## config.mk

```make
export PLATFORM = sky130hd
export DESIGN_NAME = hbif_regif
export DESIGN_NICKNAME = d
export VERILOG_FILES = /design/src/rtl/hbif_pkg.sv /design/src/rtl/hbif_sync.sv /design/src/rtl/hbif_decode.sv /design/src/rtl/hbif_regfile.sv /design/src/rtl/hbif_regif.sv
export SDC_FILE = /design/constraint.sdc
export NUM_CORES = 1
export LEC_CHECK = 0
export BUFFER_PORTS_ARGS = -buffer_cell sky130_fd_sc_hd__buf_2
export CORE_ASPECT_RATIO = 1.5
export CORE_UTILIZATION = 55
export CTS_CLUSTER_DIAMETER = 50
export DETAILED_ROUTE_END_ITERATION = 6
export GPL_TIMING_DRIVEN = 0
export PLACE_DENSITY = 0.73
export SYNTH_ARGS = -nofsm -noshare
export SYNTH_HDL_FRONTEND = slang
export SYNTH_SLANG_ARGS = --single-unit
export TNS_END_PERCENT = 50
```

## constraint.sdc

```tcl
create_clock -name clk -period 9.43 [get_ports clk]
set_input_delay 1.4145 -clock clk [delete_from_list [all_inputs] [get_ports clk]]
set_output_delay 1.4145 -clock clk [all_outputs]
set_load 0.03 [all_outputs]
```

## src/rtl/hbif_pkg.sv

```systemverilog
package hbif_pkg;
  parameter int unsigned HB_DW = 16;
  parameter int unsigned HB_AW = 3;

  typedef enum logic {
    MODE_SPLIT  = 1'b0,
    MODE_STROBE = 1'b1
  } bus_mode_e;
endpackage

```

## src/rtl/hbif_sync.sv

```systemverilog
module hbif_sync #(
  parameter int unsigned W = 1,
  parameter logic [W-1:0] RST_VAL = '0
) (
  input  logic         clk,
  input  logic         rst_n,
  input  logic [W-1:0] d,
  output logic [W-1:0] q
);
  logic [W-1:0] stage1_q;
  logic [W-1:0] stage2_q;

  always_ff @(posedge clk or negedge rst_n) begin
    if (!rst_n) begin
      stage1_q <= RST_VAL;
      stage2_q <= RST_VAL;
    end else begin
      stage1_q <= d;
      stage2_q <= stage1_q;
    end
  end

  assign q = stage2_q;
endmodule

```

## src/rtl/hbif_decode.sv

```systemverilog
module hbif_decode
  import hbif_pkg::*;
(
  input  logic clk,
  input  logic rst_n,
  input  logic mode_s,
  input  logic cs_n_s,
  input  logic strb_s,
  input  logic dir_s,
  output logic wr_edge,
  output logic rd_cond
);
  logic strb_prev_q;
  logic rise;
  bus_mode_e mode;

  always_comb begin
    mode = bus_mode_e'(mode_s);
    rise = strb_s & ~strb_prev_q;
    if (mode == MODE_SPLIT) begin
      wr_edge = rise & ~cs_n_s;
      rd_cond = ~cs_n_s & ~dir_s & strb_s;
    end else begin
      wr_edge = rise & ~cs_n_s & ~dir_s;
      rd_cond = ~cs_n_s & dir_s & ~strb_s;
    end
  end

  always_ff @(posedge clk or negedge rst_n) begin
    if (!rst_n) strb_prev_q <= 1'b1;
    else        strb_prev_q <= strb_s;
  end
endmodule

```

## src/rtl/hbif_regfile.sv

```systemverilog
module hbif_regfile #(
  parameter int unsigned DW = 16,
  parameter int unsigned AW = 3
) (
  input  logic               clk,
  input  logic               rst_n,
  input  logic               wr_edge,
  input  logic               rd_cond,
  input  logic [AW-1:0]      addr_s,
  input  logic [DW-1:0]      data_s,
  output logic [DW-1:0]      data_out,
  output logic               data_oe,
  output logic [DW-1:0]      hold_q,
  output logic               commit_q,
  output logic [AW-1:0]      tgt_q,
  output logic [(DW<<AW)-1:0] regs_flat
);
  localparam int unsigned NREG = 1 << AW;

  logic [DW-1:0] regs_q [NREG];
  logic [DW-1:0] hold_d;
  logic [AW-1:0] tgt_d;
  logic          hold_en;
  logic [DW-1:0] dout_d;
  logic [DW-1:0] dout_q;
  logic          oe_q;

  always_comb begin
    hold_en = wr_edge;
    hold_d  = hold_en ? data_s : hold_q;
    tgt_d   = hold_en ? addr_s : tgt_q;
    dout_d  = rd_cond ? regs_q[addr_s] : '0;
  end

  always_ff @(posedge clk or negedge rst_n) begin
    if (!rst_n) begin
      hold_q   <= '0;
      tgt_q    <= '0;
      commit_q <= 1'b0;
      dout_q   <= '0;
      oe_q     <= 1'b0;
    end else begin
      hold_q   <= hold_d;
      tgt_q    <= tgt_d;
      commit_q <= hold_en;
      dout_q   <= dout_d;
      oe_q     <= rd_cond;
    end
  end

  for (genvar i = 0; i < NREG; i++) begin : g_entry
    logic entry_en;
    logic [DW-1:0] entry_d;

    always_comb begin
      entry_en = commit_q && (tgt_q == AW'(i));
      entry_d  = entry_en ? hold_q : regs_q[i];
    end

    always_ff @(posedge clk or negedge rst_n) begin
      if (!rst_n) regs_q[i] <= '0;
      else        regs_q[i] <= entry_d;
    end

    assign regs_flat[i*DW +: DW] = regs_q[i];
  end

  assign data_out = dout_q;
  assign data_oe  = oe_q;
endmodule

```

## src/rtl/hbif_regif.sv

```systemverilog
module hbif_regif
  import hbif_pkg::*;
#(
  parameter int unsigned DW = HB_DW,
  parameter int unsigned AW = HB_AW
) (
  input  logic          clk,
  input  logic          rst_n,
  input  logic          mode_sel,
  input  logic          cs_n,
  input  logic [AW-1:0] addr,
  input  logic          wr_n_ds,
  input  logic          rd_n_rw,
  input  logic [DW-1:0] data_in,
  output logic [DW-1:0] data_out,
  output logic          data_oe
);
  localparam int unsigned SW = 4 + AW + DW;
  localparam logic [SW-1:0] SYNC_RST = {1'b0, 1'b1, 1'b1, 1'b1, {AW{1'b0}}, {DW{1'b0}}};

  logic [1:0]     rst_pipe_q;
  logic           rst_sync_n;
  logic [SW-1:0]  raw_bus;
  logic [SW-1:0]  sync_bus;
  logic           mode_s;
  logic           cs_s;
  logic           strb_s;
  logic           dir_s;
  logic [AW-1:0]  addr_s;
  logic [DW-1:0]  data_s;
  logic           wr_edge;
  logic           rd_cond;
  logic [DW-1:0]  hold_q;
  logic           commit_q;
  logic [AW-1:0]  tgt_q;
  logic [(DW<<AW)-1:0] regs_flat;

  always_ff @(posedge clk or negedge rst_n) begin
    if (!rst_n) rst_pipe_q <= 2'b00;
    else        rst_pipe_q <= {rst_pipe_q[0], 1'b1};
  end
  assign rst_sync_n = rst_pipe_q[1];

  assign raw_bus = {mode_sel, cs_n, wr_n_ds, rd_n_rw, addr, data_in};

  hbif_sync #(.W(SW), .RST_VAL(SYNC_RST)) u_sync (
    .clk   (clk),
    .rst_n (rst_sync_n),
    .d     (raw_bus),
    .q     (sync_bus)
  );

  assign {mode_s, cs_s, strb_s, dir_s, addr_s, data_s} = sync_bus;

  hbif_decode u_decode (
    .clk     (clk),
    .rst_n   (rst_sync_n),
    .mode_s  (mode_s),
    .cs_n_s  (cs_s),
    .strb_s  (strb_s),
    .dir_s   (dir_s),
    .wr_edge (wr_edge),
    .rd_cond (rd_cond)
  );

  hbif_regfile #(.DW(DW), .AW(AW)) u_regfile (
    .clk       (clk),
    .rst_n     (rst_sync_n),
    .wr_edge   (wr_edge),
    .rd_cond   (rd_cond),
    .addr_s    (addr_s),
    .data_s    (data_s),
    .data_out  (data_out),
    .data_oe   (data_oe),
    .hold_q    (hold_q),
    .commit_q  (commit_q),
    .tgt_q     (tgt_q),
    .regs_flat (regs_flat)
  );
endmodule

```

==> summary.md <==
| Metric | Value |
|---|---|
| P_int | `1.91 mW` |
| Synth warnings | `0` |
| Unrepaired setup endpoints after global routing | `no` |
| Tmin final | `2.45 ns` |
| CP delay by family, top | `flip-flops` |
| Initial antenna violation count | `0` |
| Share of the yosys chip area belonging to registers | `0.641` |
| I/O pin count | `42` |
| First-pass GRT wire length | `25400 um` |
| DR vias | `4192` |
| Setup TNS | `0 ns` |
| Gate Count Post-Synth | `around 480` |
| Fraction of layout cells with a size suffix above 1 | `0.524` |
| Gr usage total | `0.216` |
| CP Capture Type | `primary output` |
| Slowest-stage cell, CP | `dfrtp_1` |
| Switch Pwr | `0.615 mW` |
| Vias in the first global route | `4758` |
| PostCTS Resize Cnt | `0` |
| CP Launch Type | `flop` |
| Antenna Cells | `0` |
| Logic pwr share | `0.174` |
| Required @ worst endpoint | `8.02 ns` |
| Max VDD drop | `approximately 200 uV` |
| Setup Skew | `0.0165 ns` |
| GR Overflow Total | `0` |
| H-tree depth | `1` |
| Reg2Reg Setup Slack | `7.29 ns` |
| TritonCTS Buffers | `20` |
| Leak | `roughly 4.5 nW` |
| Crit-path cells | `buf_2` |
| Clk_lat worst skew | `between 0.4 and 0.5 ns` |
| Commonest non-fill, non-tap cell in the layout | `dfrtp_1` |
| DRT antenna net count | `0` |
| Die width | `103 um` |
| # hold bufs at CTS | `0` |
| CORE AREA | `roughly 15000 um2` |
| Initial Util | `0.568` |
| Seq pwr share | `0.518` |
| Deepest clock path buffer count | `3` |
| Largest area contributor in the netlist | `dfrtp_1` |
| Routing usage on met2 | `0.386` |
| Final wirelength | `15300 um` |
| Worst-path fanout max | `1` |
| Worst slew pin tran | `around 0.76 ns` |
| CTS Sinks | `214` |
| Routed vias/inst | `between 5 and 6` |
| Max Cap Viol | `0` |
| Final hold vios | `0` |
| Mean post-synth cell area | `roughly 17 um2` |
| GR peak layer | `met2` |
| Clock Root Buffer | `clkbuf_16` |
| Final Setup Violations | `0` |
| WL per Instance | `~20 um` |
| Synth area leaders | `dfrtp_1 62%, mux2_2 18%, mux4_2 8.6%` |
| Vert. Die Dim | `around 150 um` |
| Drt drc | `0` |
| Tcrit/Tclk final | `0.260` |
| Crit path kind | `flop to primary output` |
| Seq cells post-synth | `214` |
| Met1 GRT Util | `0.266` |
| Final core occ | `0.648` |
| Power per cell area | `264 nW/um2` |
| Post-CTS Setup Repair Bufs | `0` |
| Area grow syn2layout | `14.1%` |
| Post-Syn Nets | `slightly above 500` |
| Slew Viols, Final | `0` |
| I/O Buffers | `41` |
| Final GP Congestion | `0.718` |
| Nets@finish | `575` |
| DP HPWL | `9840 um` |
| Worst path arrival time | `1.04 ns` |
| Fmax | `just over 400 MHz` |
| Worst hold path class | `flop to asynchronous set/reset pin` |
| Clock Pin Slew Worst Setup and Hold Paths | `about 0.07 ns` |
| Max incr delay on CP | `0.37 ns` |
| Initial DRC count | `121` |
| Status | `finished clean` |
| Sw Share | `0.244` |
| Largest net degree at the start of global routing | `69` |
| Die Footprint | `15700 um2` |
| Slew margin rel. | `0.494` |
| Buffers & Inverters on Critical Path | `1` |
| Site row count | `54` |
| Yosys cell types | `26` |
| Synth top area share | `0.619` |
| TritonCTS clock tree | `done` |
| Most frequent cells in the layout | `206 x dfrtp_1, 137 x mux2_2, 53 x buf_2` |
| TritonRoute pass-1 iters | `4` |
| Clk pwr share | `0.308` |
| Post-Syn Area | `8370 um2` |
| Global Route met3 Usage | `0.0297` |
[logic make-up after synthesis]
group,after synthesis,share of synthesized area
simple gates,14,0.0211
buf+inv,57,0.0351
flops,214,0.641
other cells,1,0.000448
mux,179,0.288
compound gates,19,0.0143
[power groups by stage]
stage,clock network (mW),registers [mW],logic (mW)
final,0.778,1.31,0.438
after global routing,0.829,1.34,0.477
after CTS,0.794,1.31,0.445
after detailed placement,0,1.32,0.443
after global placement,0,1.31,0.404
after floorplan,0,1.28,0.358
[worst paths after layout]
check / startpoint / end / cells after the start
max: u_regfile.data_out[2] / data_out[2] / 1
min: rst_pipe_q[1] / u_sync.stage1_q[14] / 0
max reg2reg: u_sync.q[21] / u_regfile.data_out[12] / 4
min reg2reg: rst_pipe_q[1] / u_sync.stage1_q[14] / 0
max in group asynchronous: rst_pipe_q[1] / u_regfile.regs_flat[102] / 3
min in group clk: u_sync.stage1_q[17] / u_sync.q[17] / 0
[worst reg2reg max path: stages, from the launching register on]
cell	delay, ns
dfstp_2	0.55
and4bb_2	0.26
o21bai_1	0.62
buf_2	0.42
o22ai_1	0.16
[cell usage after synthesis]
cell type / n
mux4_2: 32
nor3_2: 1
inv_1: 33
and4bb_2: 1
buf_2: 12
o22ai_1: 16
buf_6: 3
buf_4: 7
nand2b_4: 1
mux2_4: 10
conb_1: 1
mux2_2: 137
nand4_2: 1
nand4b_2: 3
o21bai_1: 1
nor3b_4: 2
buf_1: 1
dfrtp_1: 207
nand2_1: 2
dfstp_2: 7
nor3_4: 1
or2_2: 1
o21ai_1: 1
buf_12: 1
nor4b_2: 1
a211oi_1: 1
[registers in the layout (all words and copies together) (netlist names)]
register,cells
u_regfile.regs_flat,128
u_sync.q,23
u_sync.stage1_q,23
u_regfile.data_out,16
u_regfile.hold_q,16
u_regfile.tgt_q,3
rst_pipe_q,2
u_decode.strb_prev_q,1
u_regfile.commit_q,1
u_regfile.data_oe,1
[area by class of cell]
type	instances	area, um2
Multi-Input combinational cell	213	2710
Clock buffer	33	631
Buffer	24	170
Tap cell	196	245
Fill cell	1093	5180
Clock inverter	2	10.0
Inverter	33	124
Sequential cell	214	5370
Timing Repair Buffer	44	288
[layer usage]
layer	routed length [um]	up-vias	share of wire
met4	482	0	0.032
met1	6120	2251	0.40
met2	8320	54	0.54
met3	361	35	0.024
met5	0	-	0
li1	-	1852	-
[per-stage QoR]
step / power [mW] / setup WS (ns) / area, um2 / hold slack, ns / std cells
after detailed placement: 1.76 / 7.28 / 8910 / 0.174 / 724
final: 2.52 / 6.98 / 9550 / 0.172 / 759
after global placement: 1.71 / 1.32 / 8820 / 0.331 / 721
after floorplan: 1.64 / 3.04 / 8370 / 0.331 / 484
after CTS: 2.54 / 6.96 / 9550 / 0.180 / 759
after global routing: 2.64 / 6.94 / 9550 / 0.192 / 759
No activity file was read; power rests on OpenSTA's default activity.
